### config.mk
export PLATFORM = sky130hd
export DESIGN_NAME = sgac_gate_ctrl
export DESIGN_NICKNAME = d
export VERILOG_FILES = /design/src/rtl/sgac_pkg.sv /design/src/rtl/sgac_access_classify.sv /design/src/rtl/sgac_block_detect.sv /design/src/rtl/sgac_serial_track.sv /design/src/rtl/sgac_gate_ctrl.sv
export SDC_FILE = /design/constraint.sdc
export NUM_CORES = 1
export LEC_CHECK = 0
export BUFFER_PORTS_ARGS = -buffer_cell sky130_fd_sc_hd__buf_4
export CELL_PAD_IN_SITES_DETAIL_PLACEMENT = 0
export CELL_PAD_IN_SITES_GLOBAL_PLACEMENT = 1
export CORE_MARGIN = 3
export CORE_UTILIZATION = 25
export DETAILED_ROUTE_END_ITERATION = 6
export PLACE_DENSITY_LB_ADDON = 0.1
export SLEW_MARGIN = 10
export SYNTH_ARGS = -nofsm -noshare
export SYNTH_HDL_FRONTEND = slang
export SYNTH_HIERARCHICAL = 1
export SYNTH_SLANG_ARGS = --single-unit
### constraint.sdc
create_clock -name clk -period 2.4 [get_ports clk]
set_input_delay 0.48 -clock clk [delete_from_list [all_inputs] [get_ports clk]]
set_output_delay 0.48 -clock clk [all_outputs]
set_load 0.05 [all_outputs]
### src/rtl/sgac_pkg.sv
// Shared types of the sharing-state gated access controller.
// Assumes a 2-bit local line state with the private states in the upper half.
package sgac_pkg;

    typedef enum logic [1:0] {
        LINE_INVALID   = 2'd0,
        LINE_SHARED    = 2'd1,
        LINE_EXCLUSIVE = 2'd2,
        LINE_MODIFIED  = 2'd3
    } line_state_e;

    typedef enum logic [1:0] {
        ACC_IDLE  = 2'd0,
        ACC_FREE  = 2'd1,
        ACC_GATED = 2'd2
    } acc_class_e;

    // A line is private to its holder when it is Exclusive or Modified.
    function automatic logic line_is_private(input logic [1:0] st);
        return (st == LINE_EXCLUSIVE) || (st == LINE_MODIFIED);
    endfunction

endpackage

### src/rtl/sgac_access_classify.sv
// Classifies one core's pending access as idle, free (may run in the
// parallel prefix) or gated (needs token and all other cores blocked).
// Assumes line_state is the state after any miss has been serviced.
module sgac_access_classify
    import sgac_pkg::*;
(
    input  logic       acc_valid,
    input  logic       acc_write,
    input  logic [1:0] line_state,
    input  logic       remote_priv,
    input  logic       serial_mode,
    output acc_class_e acc_class
);

    // Decide the class of the access from sharing state and mode.
    always_comb begin
        if (!acc_valid) begin
            acc_class = ACC_IDLE;
        end else if (serial_mode) begin
            acc_class = ACC_GATED;
        end else if (line_is_private(line_state)) begin
            acc_class = ACC_FREE;
        end else if (acc_write || remote_priv) begin
            acc_class = ACC_GATED;
        end else begin
            acc_class = ACC_FREE;
        end
    end

endmodule

### src/rtl/sgac_block_detect.sv
// Reduces the per-core blocked flags into a global all-blocked flag and,
// for each core, a flag saying every other core is blocked.
// Assumes NUM_CORES >= 1.
module sgac_block_detect #(
    parameter int NUM_CORES = 4
) (
    input  logic [NUM_CORES-1:0] waiting,
    output logic                 all_blocked,
    output logic [NUM_CORES-1:0] others_blocked
);

    localparam logic [NUM_CORES-1:0] ONE = {{(NUM_CORES-1){1'b0}}, 1'b1};

    // Global reduction over every core.
    assign all_blocked = &waiting;

    // Per-core reduction that masks out the core itself.
    for (genvar gi = 0; gi < NUM_CORES; gi++) begin : g_others
        localparam logic [NUM_CORES-1:0] SELF = ONE << gi;
        assign others_blocked[gi] = &(waiting | SELF);
    end

endmodule

### src/rtl/sgac_serial_track.sv
// Holds one core's serial-mode flag: set when a token-gated access is
// granted, cleared when the core reaches its quantum end.
// Assumes the token is kept until the quantum end is signalled.
module sgac_serial_track (
    input  logic clk,
    input  logic rst_n,
    input  logic gated_grant,
    input  logic quantum_end,
    output logic serial_mode
);

    // Serial-mode state register with quantum end taking priority.
    always_ff @(posedge clk) begin
        if (!rst_n) begin
            serial_mode <= 1'b0;
        end else if (quantum_end) begin
            serial_mode <= 1'b0;
        end else if (gated_grant) begin
            serial_mode <= 1'b1;
        end
    end

    AST_SERIAL_ENTRY: assert property (@(posedge clk) disable iff (!rst_n)
        (gated_grant && !quantum_end) |=> serial_mode);
    AST_SERIAL_HOLD: assert property (@(posedge clk) disable iff (!rst_n)
        (serial_mode && !quantum_end) |=> serial_mode);
    AST_SERIAL_EXIT: assert property (@(posedge clk) disable iff (!rst_n)
        quantum_end |=> !serial_mode);

endmodule

### src/rtl/sgac_gate_ctrl.sv
// Top of the sharing-state gated access controller. Per core it grants
// communication-free accesses at once and holds communicating accesses
// until the core has the token and every other core is blocked.
// Assumes at most one token_held bit is set and that a core with
// quantum_end high is waiting for the token, not issuing accesses.
module sgac_gate_ctrl
    import sgac_pkg::*;
#(
    parameter int NUM_CORES = 4
) (
    input  logic                      clk,
    input  logic                      rst_n,
    input  logic [NUM_CORES-1:0]      acc_valid,
    input  logic [NUM_CORES-1:0]      acc_write,
    input  logic [NUM_CORES-1:0][1:0] line_state,
    input  logic [NUM_CORES-1:0]      remote_priv,
    input  logic [NUM_CORES-1:0]      token_held,
    input  logic [NUM_CORES-1:0]      quantum_end,
    output logic [NUM_CORES-1:0]      grant,
    output logic [NUM_CORES-1:0]      stall,
    output logic                      all_blocked
);

    acc_class_e             acc_class [NUM_CORES];
    logic [NUM_CORES-1:0]   waiting;
    logic [NUM_CORES-1:0]   others_blocked;
    logic [NUM_CORES-1:0]   serial_mode;
    logic [NUM_CORES-1:0]   gated_grant;

    // Global blocked detection shared by all cores.
    sgac_block_detect #(.NUM_CORES(NUM_CORES)) block_i (
        .waiting        (waiting),
        .all_blocked    (all_blocked),
        .others_blocked (others_blocked)
    );

    for (genvar gc = 0; gc < NUM_CORES; gc++) begin : g_core
        logic is_gated;
        logic is_free;

        // Classify this core's pending access.
        sgac_access_classify class_i (
            .acc_valid   (acc_valid[gc]),
            .acc_write   (acc_write[gc]),
            .line_state  (line_state[gc]),
            .remote_priv (remote_priv[gc]),
            .serial_mode (serial_mode[gc]),
            .acc_class   (acc_class[gc])
        );

        // Decode the class once for the grant and blocked logic.
        assign is_gated = (acc_class[gc] == ACC_GATED);
        assign is_free  = (acc_class[gc] == ACC_FREE);

        // A core is blocked at its quantum end or on a gated access.
        assign waiting[gc] = quantum_end[gc] | is_gated;

        // Grant free accesses now, gated ones with token and peers blocked.
        assign grant[gc] = !quantum_end[gc] &
                           (is_free | (is_gated & token_held[gc] & others_blocked[gc]));

        // Stall any pending access that is not granted.
        assign stall[gc] = acc_valid[gc] & ~grant[gc];

        // Mark the grants that move the core into serial mode.
        assign gated_grant[gc] = grant[gc] & is_gated;

        // Track the serial suffix of this core's quantum.
        sgac_serial_track serial_i (
            .clk         (clk),
            .rst_n       (rst_n),
            .gated_grant (gated_grant[gc]),
            .quantum_end (quantum_end[gc]),
            .serial_mode (serial_mode[gc])
        );

        AST_GATED_NEEDS_TOKEN: assert property (@(posedge clk) disable iff (!rst_n)
            gated_grant[gc] |-> token_held[gc]);
        AST_GATED_ALL_BLOCKED: assert property (@(posedge clk) disable iff (!rst_n)
            gated_grant[gc] |-> all_blocked);
        AST_QEND_NO_GRANT: assert property (@(posedge clk) disable iff (!rst_n)
            quantum_end[gc] |-> !grant[gc]);
        AST_GRANT_STALL_EXCL: assert property (@(posedge clk) disable iff (!rst_n)
            !(grant[gc] && stall[gc]));
        AST_PRIVATE_FREE: assert property (@(posedge clk) disable iff (!rst_n)
            (acc_valid[gc] && line_state[gc][1] && !serial_mode[gc] && !quantum_end[gc])
            |-> grant[gc]);
        AST_BLOCKED_BUSY: assert property (@(posedge clk) disable iff (!rst_n)
            all_blocked |-> (acc_valid[gc] || quantum_end[gc]));
    end

    AST_TOKEN_UNIQUE: assert property (@(posedge clk) disable iff (!rst_n)
        $onehot0(token_held));

endmodule

* After elaboration in Yosys (flattened, before gate mapping) *
Index checks and enable logic that the tools add are counted.

storage, ports and cells
  bits in registers = 4
  input port bits = 30
  output and inout bits = 9

cells by class
  equal/unequal tests = 16
  mux-type cells = 16
  bitwise gates (word level) = 33
  reduce and logical (&&, ||, !) cells = 21

operators with widths
  operator                                        number
  two-way mux 2 bit                               16
  == test 2 bit (second input constant)           12
  bitwise AND 1 bit                               20
  AND reduction 3 bit                             4
  == test 2 x 1 -> 1 bit (second input constant)  4
  logical OR 1 bit                                8
  OR 1 bit                                        8
  OR reduction 2 bit                              4
  NOT 1 bit                                       5
  zero test 1 bit                                 4
  AND reduction 4 bit                             1

* Longest topological paths before layout *
Gate-level depths: netlist of run 1.

  depth after elaboration = 13
  gate-level depth with buffers = 9
  mapped depth without buffers = 9

* Cells and area by module *
Netlist of run 1, hierarchy kept.

modules (own cells, without submodules)
  module                instances  cells each  area an instance (µm²)  seq. area each (µm²)
  sgac_gate_ctrl        1          32          230.2                   0.0
  sgac_serial_track     4          3           36.3                    20.0
  sgac_access_classify  4          4           25.0                    0.0
  sgac_block_detect     1          5           37.5                    0.0

* Worst setup path after synthesis of run 1 *
OpenSTA, ideal clock, no wires.

  path kind = in2out
  start point = in line_state[7] (netlist bit)
  end point = out grant[0]
  arrival time = 2.088 ns
  required time = 1.920 ns
  setup slack = -0.168 ns
  cell stages on the path = 6
  path buffers = 0
  cells stage by stage = o21bai_1 -> a21boi_1 -> a21o_2 -> and3_2 -> nand4b_1 -> a21oi_1

RTL lines
  element          line                  text
  start, declared  sgac_gate_ctrl.sv:15  input logic [NUM_CORES-1:0][1:0] line_state,
  end, declared    sgac_gate_ctrl.sv:19  output logic [NUM_CORES-1:0] grant,

==> out/results.tsv, run 1 <==
stage	metric	value	unit
status	outcome	finished, final reports clean	
placed_design	detailed-placement wirelength estimate	1180	um
setup_path	worst-path fanout max	4	
routing	First DRT Iteration DRCs	4	
final_layout	area occupied by multi-input gates	524	um2
final_layout	Largest register FFs	4	
setup_path	Critical Path AT	1.86	ns
global_route	first-pass GRT wire length	2250	um
placed_design	placement-stage worst setup slack	-0.0579	ns
die	Die X-Extent	51.3	um
timing	worst path setup slack after routing	0.0647	ns
global_route	most used routing layer in global routing	met2	
routing	detailed-route wire length	1680	um
clock_tree	count of hold buffers inserted by post-cts repair	0	
setup_path	critical path start-end classification	in -> out	
die	Total Die Area	0.00263	mm2
final_layout	filler instances	169	
timing	Worst Clk Skew	0.00225	ns
run	number of max-cap violations	0	
die	row count	15	
timing	Hold Vio Cnt, Final	0	
global_route	met1 layer usage reported by global route	12.9	%
timing	Final Hold Slack	0.457	ns
synth	flops & latches, synth	4	
global_route	GR Util met2	19.1	%
setup_path	kind of end point of the critical path	primary output	
synth	warning count from the yosys run	6	
synth	number of unique standard cell types used by synthesis	15	
final_layout	core utilization of the finished layout	58.2	%
global_route	maximum number of pins on one net before global-route repair	7	
die	initial core utilization	27.9	%
timing	number of pins exceeding their max-slew limit in the final report	0	
timing	Slew HR	88.6	%
pwr	VDD IR max	135	uV
synth	Yosys top cell by area	dfxtp_1	
routing	DR DRC count	0	
synth	area share of the largest cell type after synthesis	15.6	%
routing	per-cell via count in the routed design	4.75	
die	area inside the core boundary	0.00184	mm2
clock_tree	clock tree from TritonCTS	yes	
worst_hold_path	Hold Crit Class	in -> reg	
global_route	all-layer global routing usage	11.2	%
global_route	vias in the first global route	612	
placed_design	number of I/O port buffers	34	
timing	achievable clock frequency	428	MHz
placed_design	gpl congestion	0.721	
routing	routed length per instance	11.9	um
synth	portion of the post-synthesis area used by sequential elements	15.6	%
setup_path	worst reg2reg path startpoint	g_core[1].serial_i/serial_mode	
final_layout	sequential standard cell area	80.1	um2
pwr	total power	337	uW
setup_path	Critical Path Start Type	input port	
synth	cell types with the largest area share after synthesis	dfxtp_1 (16%), nor3b_2 (9.8%), o211a_1 (7.8%)	
clock_tree	clk_lat worst skew	0.24	ns
pwr	PwrDens	315	mW/mm2
final_layout	register with the most flip-flops	g_core.serial_i/serial_mode	
clock_tree	Clock Root Buffer	clkbuf_4	
routing	TritonRoute pass-1 iters	2	
timing	final period demand of the worst path	2.34	ns
final_layout	total inserted antenna cells	0	
setup_path	Critical Path RT	1.92	ns
timing	portion of the clock cycle consumed by the worst path in the final layout	97.3	%
final_layout	fraction of layout cells with a size suffix above 1	74.1	%
final_layout	commonest non-fill, non-tap cell in the layout	buf_4	
final_layout	most frequent cells in the layout	buf_4 (42), nor2_1 (8), and3_4 (6), buf_6 (6)	
routing	number of routed nets with antenna violations	0	
routing	vias after detailed routing	670	
clock_tree	deepest clock path buffer count	2	
die	Top Ports	39	
timing	count of final setup violators	0	
global_route	met3 capacity usage during global routing	2.92	%
timing	slew at the pin with the worst max-slew slack	0.170	ns
final_layout	registers with the highest flip-flop counts	g_core.serial_i/serial_mode (4)	
final_layout	number of nets in the layout	148	
final_layout	Layout Area Growth over Synthesis	109	%
pwr	leakage power	0.000481	uW
setup_path	start point of the critical path	remote_priv[1]	
synth	post-synthesis average cell area	7.89	um2
die	die height	51.3	um
synth	Cell Area, Synth	513	um2
synth	Post-Synthesis Net Count	95	
synth	number of cells produced by synthesis	65	
clock_tree	TritonCTS Sinks	4	
worst_hold_path	hold path start	quantum_end[1]	
global_route	global route total overflow	0	
clock_tree	htree depth	1	
global_route	antenna violations before repair	0	
clock_tree	CTS clock-pin slew for the worst setup and hold paths	0.04	ns
clock_tree	number of buffers inserted during clock tree synthesis	3	
timing	RSZ-0062 raised after global routing	yes	
==> report_power, final <==
| part | leakage (uW) | internal [uW] | switching (uW) |
|---|---|---|---|
| sequential | 0.0000322 | 66.9 | 0.0834 |
| combinational | 0.000435 | 97.1 | 83.4 |
| clock | 0.0000138 | 56.3 | 33.1 |
==> worst max-delay path, cell delays in order <==
cell and delay [ns]:
buf_4 0.12, o21bai_4 0.15, and3_4 0.21, inv_2 0.03, a21o_4 0.20, and3_4 0.17, nand4b_1 0.15, o211a_1 0.19
buf_6 0.15
==> worst paths after layout <==
kind	end	slack (ns)	cells past startpoint
hold reg to reg	g_core[2].serial_i/serial_mode	0.53	2
setup / recovery	stall[0]	0.06	9
setup reg to reg	g_core[0].serial_i/serial_mode	0.81	10
hold / removal	g_core[1].serial_i/serial_mode	0.46	2
==> logic make-up after synthesis <==
| family | share of synthesized area, % |
|---|---|
| and+or+nand+nor | 48.3 |
| AOI/OAI and AO/OA | 30.2 |
| buffers and inverters | 5.85 |
| DFF | 15.6 |
==> metrics by stage <==
stage               std cells  cell area (um2)  TNS (ns)
floorplan                  65              528         0
detailed placement        133              882    -0.211
global route              141             1070   -0.0263
CTS                       136              950         0
global placement          133              882    -0.134
finish                    141             1070         0
==> final cells by class <==
type,instances,area share [%]
multi-input combinational,53,48.9
clock buffer,3,2.10
tap,25,2.92
timing repair buffer,48,35.7
sequential,4,7.48
inverter,8,2.80
==> timing repair <==
action | 4_1_cts | 5_1_grt
resized for setup | 8 | 21
pin swaps | 0 | 21
setup buffers | 0 | 5
setup endpoints to repair | 5 | 8
==> layer usage <==
metal | part of all wire [%] | routed length (um)
met3 | 7.3 | 123
met5 | 0 | 0
met2 | 51 | 853
met4 | 0 | 0
met1 | 42 | 706
==> cell usage after synthesis <==
master	n
inv_1	8
nor2_1	8
and3_1	5
a21boi_1	4
a21o_2	4
a21oi_1	4
dfxtp_1	4
nand4b_1	4
nor3b_2	4
o211a_1	4
o21bai_1	4
or2b_2	4
or3b_1	4
and3_2	3
and4_1	1
No activity file was read; power rests on OpenSTA's default activity.
==> run 2, diff against run 1 <==
==> constraint.sdc (replaced) <==
create_clock -name clk -period 2.4 [get_ports clk]
set_input_delay 0.48 -clock clk [delete_from_list [all_inputs] [get_ports clk]]
set_output_delay 0.48 -clock clk [all_outputs]
set_load 0.1 [all_outputs]
==> out/results.tsv, run 2 (synthesis results as in run 1) <==
stage	metric	value	unit	change
routing	TritonRoute pass-1 iters	3		+1
setup_path	critical path start-end classification	in -> out		
die	initial core utilization	27.9	%	unchanged
run	number of max-cap violations	0		unchanged
worst_hold_path	Hold Crit Class	in -> reg		
timing	slew at the pin with the worst max-slew slack	0.277	ns	+0.107 ns
final_layout	most frequent cells in the layout	buf_4 (35), nor2_1 (8), and3_4 (8), buf_12 (8), inv_1 (5)		
routing	routed length per instance	12.5	um	+5.2%
global_route	maximum number of pins on one net before global-route repair	7		unchanged
worst_hold_path	worst hold stages	2		unchanged
timing	achievable clock frequency	407	MHz	-5.0%
status	outcome	finished, violations left		
setup_path	largest incremental delay on the critical path	0.33	ns	+0.12 ns
clock_tree	TritonCTS Sinks	4		unchanged
setup_path	RR Endpoint	g_core[0].serial_i/serial_mode		
setup_path	Critical Path RT	1.92	ns	about the same
placed_design	placement-stage cell area	901	um2	+2.1%
timing	final-layout setup total negative slack	-0.0930	ns	-0.0930 ns
setup_path	Critical Path AT	1.98	ns	+0.12 ns
setup_path	CP max stage cell	o211a_4		
global_route	vias in the first global route	604		-1.3%
timing	Worst Clk Skew	0.00616	ns	+0.00391 ns
routing	First DRT Iteration DRCs	2		-2
routing	per-cell via count in the routed design	4.83		+1.7%
global_route	all-layer global routing usage	13.6	%	+2.4 points
final_layout	number of nets in the layout	146		-1.4%
clock_tree	count of hold buffers inserted by post-cts repair	0		unchanged
timing	number of pins exceeding their max-slew limit in the final report	0		unchanged
worst_hold_path	hold path start	quantum_end[0]		
timing	Hold Vio Cnt, Final	0		unchanged
setup_path	most used cell along the critical path	and3_4		
die	row count	15		unchanged
global_route	first-pass GRT wire length	2640	um	+17%
pwr	VDD IR max	247	uV	+83%
pwr	PwrDens	328	mW/mm2	+4.3%
timing	portion of the clock cycle consumed by the worst path in the final layout	102	%	+5.1 points
setup_path	list of cells traversed by the critical path	buf_6, o21bai_4, and3_4, inv_2, a21o_4, and3_4, nand4b_1, o211a_4, buf_12		
placed_design	DP Cell Count	129		-3.0%
clock_tree	htree depth	1		unchanged
final_layout	Final Non-Filler Cells	139		-1.4%
setup_path	Critical Path Start Type	input port		
timing	count of final setup violators	3		+3
die	die height	51.3	um	unchanged
timing	worst path setup slack after routing	-0.0585	ns	-0.123 ns
final_layout	register with the most flip-flops	g_core.serial_i/serial_mode		
clock_tree	Clock Root Buffer	clkbuf_4		
timing	RSZ-0062 raised after global routing	yes		
final_layout	fraction of layout cells with a size suffix above 1	77.2	%	+3.1 points
placed_design	number of I/O port buffers	34		unchanged
final_layout	registers with the highest flip-flop counts	g_core.serial_i/serial_mode (4)		
setup_path	worst reg2reg path startpoint	g_core[3].serial_i/serial_mode		
die	Top Ports	39		unchanged
pwr	leakage power	0.000485	uW	+0.94%
routing	vias after detailed routing	672		+0.30%
setup_path	r2r setup slk	0.47	ns	-0.34 ns
clock_tree	CTS clock-pin slew for the worst setup and hold paths	0.04	ns	about the same
timing	Final Hold Slack	0.476	ns	+0.0191 ns
routing	DR DRC count	0		unchanged
setup_path	kind of end point of the critical path	primary output		
routing	detailed-route wire length	1740	um	+3.7%
global_route	global route total overflow	0		unchanged
timing	final period demand of the worst path	2.46	ns	+0.123 ns
setup_path	worst-path fanout max	4		unchanged
status	failing checks	negative setup slack		
placed_design	detailed-placement wirelength estimate	1240	um	+5.0%
global_route	antenna violations before repair	0		unchanged
pwr	total power	401	uW	+19%
final_layout	total inserted antenna cells	0		unchanged
final_layout	Largest register FFs	4		unchanged
die	area inside the core boundary	0.00184	mm2	unchanged
clock_tree	number of buffers inserted during clock tree synthesis	3		unchanged
clock_tree	clock tree from TritonCTS	yes		
die	Die X-Extent	51.3	um	unchanged
final_layout	filler instances	170		+0.59%
timing	Slew HR	81.7	%	-6.9 points
clock_tree	deepest clock path buffer count	2		unchanged
routing	number of routed nets with antenna violations	0		unchanged
placed_design	gpl congestion	0.720		-0.17%
clock_tree	clk_lat worst skew	0.24	ns	about the same
final_layout	area of all placed cells without fillers	0.00122	mm2	+14%
setup_path	logic depth of the worst register-to-register path	11		+1
final_layout	commonest non-fill, non-tap cell in the layout	buf_4		
die	Total Die Area	0.00263	mm2	unchanged
final_layout	Layout Area Growth over Synthesis	138	%	
worst_hold_path	Hold Path Sink	g_core[0].serial_i/serial_mode		
## run 2: timing repair
item	4_1_cts	5_1_grt
endpoints found under the setup margin	8	8
resized for setup	36	16
setup buffers	4	3
pin swaps	19	13
cloned	0	0
## run 2: worst max path at each step
stage          endpoint  depth (start not counted)           from  slack [ns]
2_1_floorplan  grant[0]                          6  line_state[7]       -0.05
3_3_place_gp   stall[0]                          8  line_state[5]       -0.19
3_5_place_dp   stall[3]                          8  line_state[3]       -0.19
4_1_cts        stall[1]                          8  line_state[7]       -0.05
5_1_grt        stall[0]                          9  line_state[7]       -0.11
6_report       stall[0]                          9  line_state[7]       -0.06
## run 2: power by group
group | internal [uW] | switching, uW | total [uW]
logic | 118 | 128 | 246
registers | 67.0 | 0.0757 | 67.1
clock network | 56.2 | 31.1 | 87.3
## run 2: through the flow
step	setup slack, ns	util (%)
detailed placement	-0.194	49.0
global placement	-0.194	49.0
CTS	-0.0473	60.8
global route	-0.112	66.4
floorplan	-0.0500	-
finish	-0.0585	66.4
## run 2: routing by layer
metal / global-route usage (%) / wire length, um / vias to the layer above
met5: 0 / 0 / -
met4: 3.93 / 12 / 0
met3: 4.96 / 108 / 2
met2: 25.5 / 980 / 20
met1: 14.0 / 643 / 313
li1: - / - / 337
## run 2: final cells by class
cell class | instances | area, um2 | area share (%)
Multi-Input combinational cell | 53 | 601 | 49.2
Timing Repair Buffer | 46 | 457 | 37.4
Sequential cell | 4 | 80.1 | 6.56
Tap cell | 25 | 31.3 | 2.56
Inverter | 8 | 30.0 | 2.46
Clock buffer | 3 | 22.5 | 1.84
## run 2: worst max-delay path, delay by kind of cell
kind	cells	cell delay (ns)
simple gates	3	0.59
compound gates	3	0.62
buf+inv	3	0.30
==> run 3, diff against run 2 <==
Settings changed: CORE_UTILIZATION 25 to 26, CTS_BUF_LIST set to sky130_fd_sc_hd__clkbuf_4.
==> out/results.tsv, run 3 (synthesis results as in run 1) <==
stage	metric	value	unit	change
global_route	all-layer global routing usage	13.4	%	-0.18 points
timing	worst path setup slack after routing	-0.0244	ns	+0.0341 ns
final_layout	total inserted antenna cells	0		unchanged
global_route	vias in the first global route	690		+14%
timing	slew at the pin with the worst max-slew slack	0.278	ns	+0.000661 ns
status	outcome	finished, violations left		
die	row count	15		unchanged
clock_tree	Clock Root Buffer	clkbuf_4		
setup_path	logic depth of the worst register-to-register path	10		-1
timing	count of final setup violators	4		+1
global_route	global route total overflow	0		unchanged
clock_tree	clock tree from TritonCTS	yes		
routing	DR DRC count	0		unchanged
worst_hold_path	worst hold stages	2		unchanged
die	die height	50.4	um	-1.7%
setup_path	critical path start-end classification	in -> out		
clock_tree	number of buffers inserted during clock tree synthesis	3		unchanged
setup_path	start point of the critical path	line_state[3]		
timing	Worst Clk Skew	0.00625	ns	+0.0000910 ns
final_layout	Layout Area Growth over Synthesis	134	%	
final_layout	commonest non-fill, non-tap cell in the layout	buf_4		
final_layout	Largest register FFs	4		unchanged
timing	Hold Vio Cnt, Final	0		unchanged
clock_tree	TritonCTS Sinks	4		unchanged
routing	per-cell via count in the routed design	4.72		-2.4%
placed_design	detailed-placement wirelength estimate	1110	um	-10%
final_layout	register with the most flip-flops	g_core.serial_i/serial_mode		
setup_path	Critical Path Start Type	input port		
final_layout	most frequent cells in the layout	buf_4 (38), nor2_1 (8), buf_12 (8), inv_1 (5), and3_4 (5)		
clock_tree	htree depth	1		unchanged
die	area inside the core boundary	0.00180	mm2	-2.0%
setup_path	Critical Path RT	1.92	ns	about the same
worst_hold_path	Hold Crit Class	in -> reg		
pwr	PwrDens	328	mW/mm2	-0.17%
clock_tree	clk_lat worst skew	0.24	ns	about the same
placed_design	number of I/O port buffers	34		unchanged
pwr	VDD IR max	240	uV	-3.0%
timing	final period demand of the worst path	2.42	ns	-0.0341 ns
placed_design	gpl congestion	0.759		+5.4%
timing	achievable clock frequency	412	MHz	+1.4%
routing	routed length per instance	11.1	um	-12%
die	initial core utilization	28.5	%	+0.58 points
timing	portion of the clock cycle consumed by the worst path in the final layout	101	%	-1.4 points
setup_path	Critical Path AT	1.94	ns	-0.04 ns
routing	First DRT Iteration DRCs	2		unchanged
placed_design	placement-stage cell area	923	um2	+2.5%
final_layout	registers with the highest flip-flop counts	g_core.serial_i/serial_mode (4)		
final_layout	number of nets in the layout	150		+2.7%
routing	detailed-route wire length	1580	um	-9.3%
pwr	leakage power	0.000500	uW	+3.0%
run	number of max-cap violations	0		unchanged
timing	RSZ-0062 raised after global routing	yes		
timing	final-layout setup total negative slack	-0.0753	ns	+0.0177 ns
global_route	maximum number of pins on one net before global-route repair	7		unchanged
die	Die X-Extent	50.4	um	-1.7%
clock_tree	CTS clock-pin slew for the worst setup and hold paths	0.04	ns	about the same
routing	vias after detailed routing	675		+0.45%
final_layout	area of all placed cells without fillers	0.00120	mm2	-1.8%
timing	number of pins exceeding their max-slew limit in the final report	0		unchanged
timing	Slew HR	81.6	%	about the same
clock_tree	deepest clock path buffer count	2		unchanged
final_layout	fraction of layout cells with a size suffix above 1	74.6	%	-2.6 points
die	Top Ports	39		unchanged
global_route	antenna violations before repair	0		unchanged
worst_hold_path	hold path start	quantum_end[0]		
global_route	first-pass GRT wire length	2710	um	+2.6%
setup_path	kind of end point of the critical path	primary output		
routing	TritonRoute pass-1 iters	2		-1
setup_path	worst reg2reg path startpoint	g_core[3].serial_i/serial_mode		
status	failing checks	negative setup slack		
routing	number of routed nets with antenna violations	0		unchanged
setup_path	worst-path fanout max	4		unchanged
die	Total Die Area	0.00254	mm2	-3.4%
-- run 3: changes by cell type in the layout (fill, tap and decap cells not counted), sizes merged --
cell | previous run | this run
buf | 46 | 50
-- run 3: path summary, 6_finish.rpt --
kind / slack (ns) / end
max: -0.02 / stall[0]
min: 0.48 / g_core[0].serial_i/serial_mode
max reg2reg: 0.62 / g_core[0].serial_i/serial_mode
min reg2reg: 0.53 / g_core[2].serial_i/serial_mode
-- run 3: cell type report --
type	count	area (um2)
fillers	164	603
multi-input cells	53	544
repair buffers	50	490
flip-flops and latches	4	80.1
well taps	25	31.3
inverters	8	30.0
clock buffers	3	22.5
-- run 3: through the flow --
stage | utilization (%) | std cells | setup slack (ns) | power, uW | hold WS (ns)
floorplan | - | 65 | -0.0500 | 190 | 0.503
global placement | 51.2 | 132 | -0.193 | 256 | 0.516
detailed placement | 51.2 | 132 | -0.189 | 257 | 0.524
CTS | 62.8 | 141 | -0.0386 | 382 | 0.473
global route | 66.5 | 143 | -0.111 | 413 | 0.485
finish | 66.5 | 143 | -0.0244 | 393 | 0.478
-- run 3: layer usage --
metal | GRT usage (%) | wire [um]
met3 | 3.56 | 117
met4 | 4.04 | 9
met1 | 14.3 | 643
met2 | 25.4 | 812
met5 | 0 | 0
-- run 3: critical path, cell delays in order --
cell and delay (ns):
buf_6 0.09, o21bai_4 0.16, a21boi_2 0.20, a21o_2 0.18
and3_4 0.16, nand4b_1 0.20, o211a_4 0.31, buf_12 0.16
-- run 3: power breakdown --
| part | internal [uW] | total (uW) | switching, uW |
|---|---|---|---|
| registers | 66.9 | 67.0 | 0.0825 |
| logic | 116 | 240 | 123 |
| clock network | 56.1 | 85.8 | 29.7 |
| total | 239 | 393 | 153 |
-- run 3: what timing repair did --
| action | 4_1_cts | 5_1_grt |
|---|---|---|
| setup endpoints to repair | 8 | 8 |
| pin swaps | 15 | 9 |
| resized for setup | 32 | 11 |
| buffers inserted | 6 | 2 |
| hold buffers | 0 | 0 |
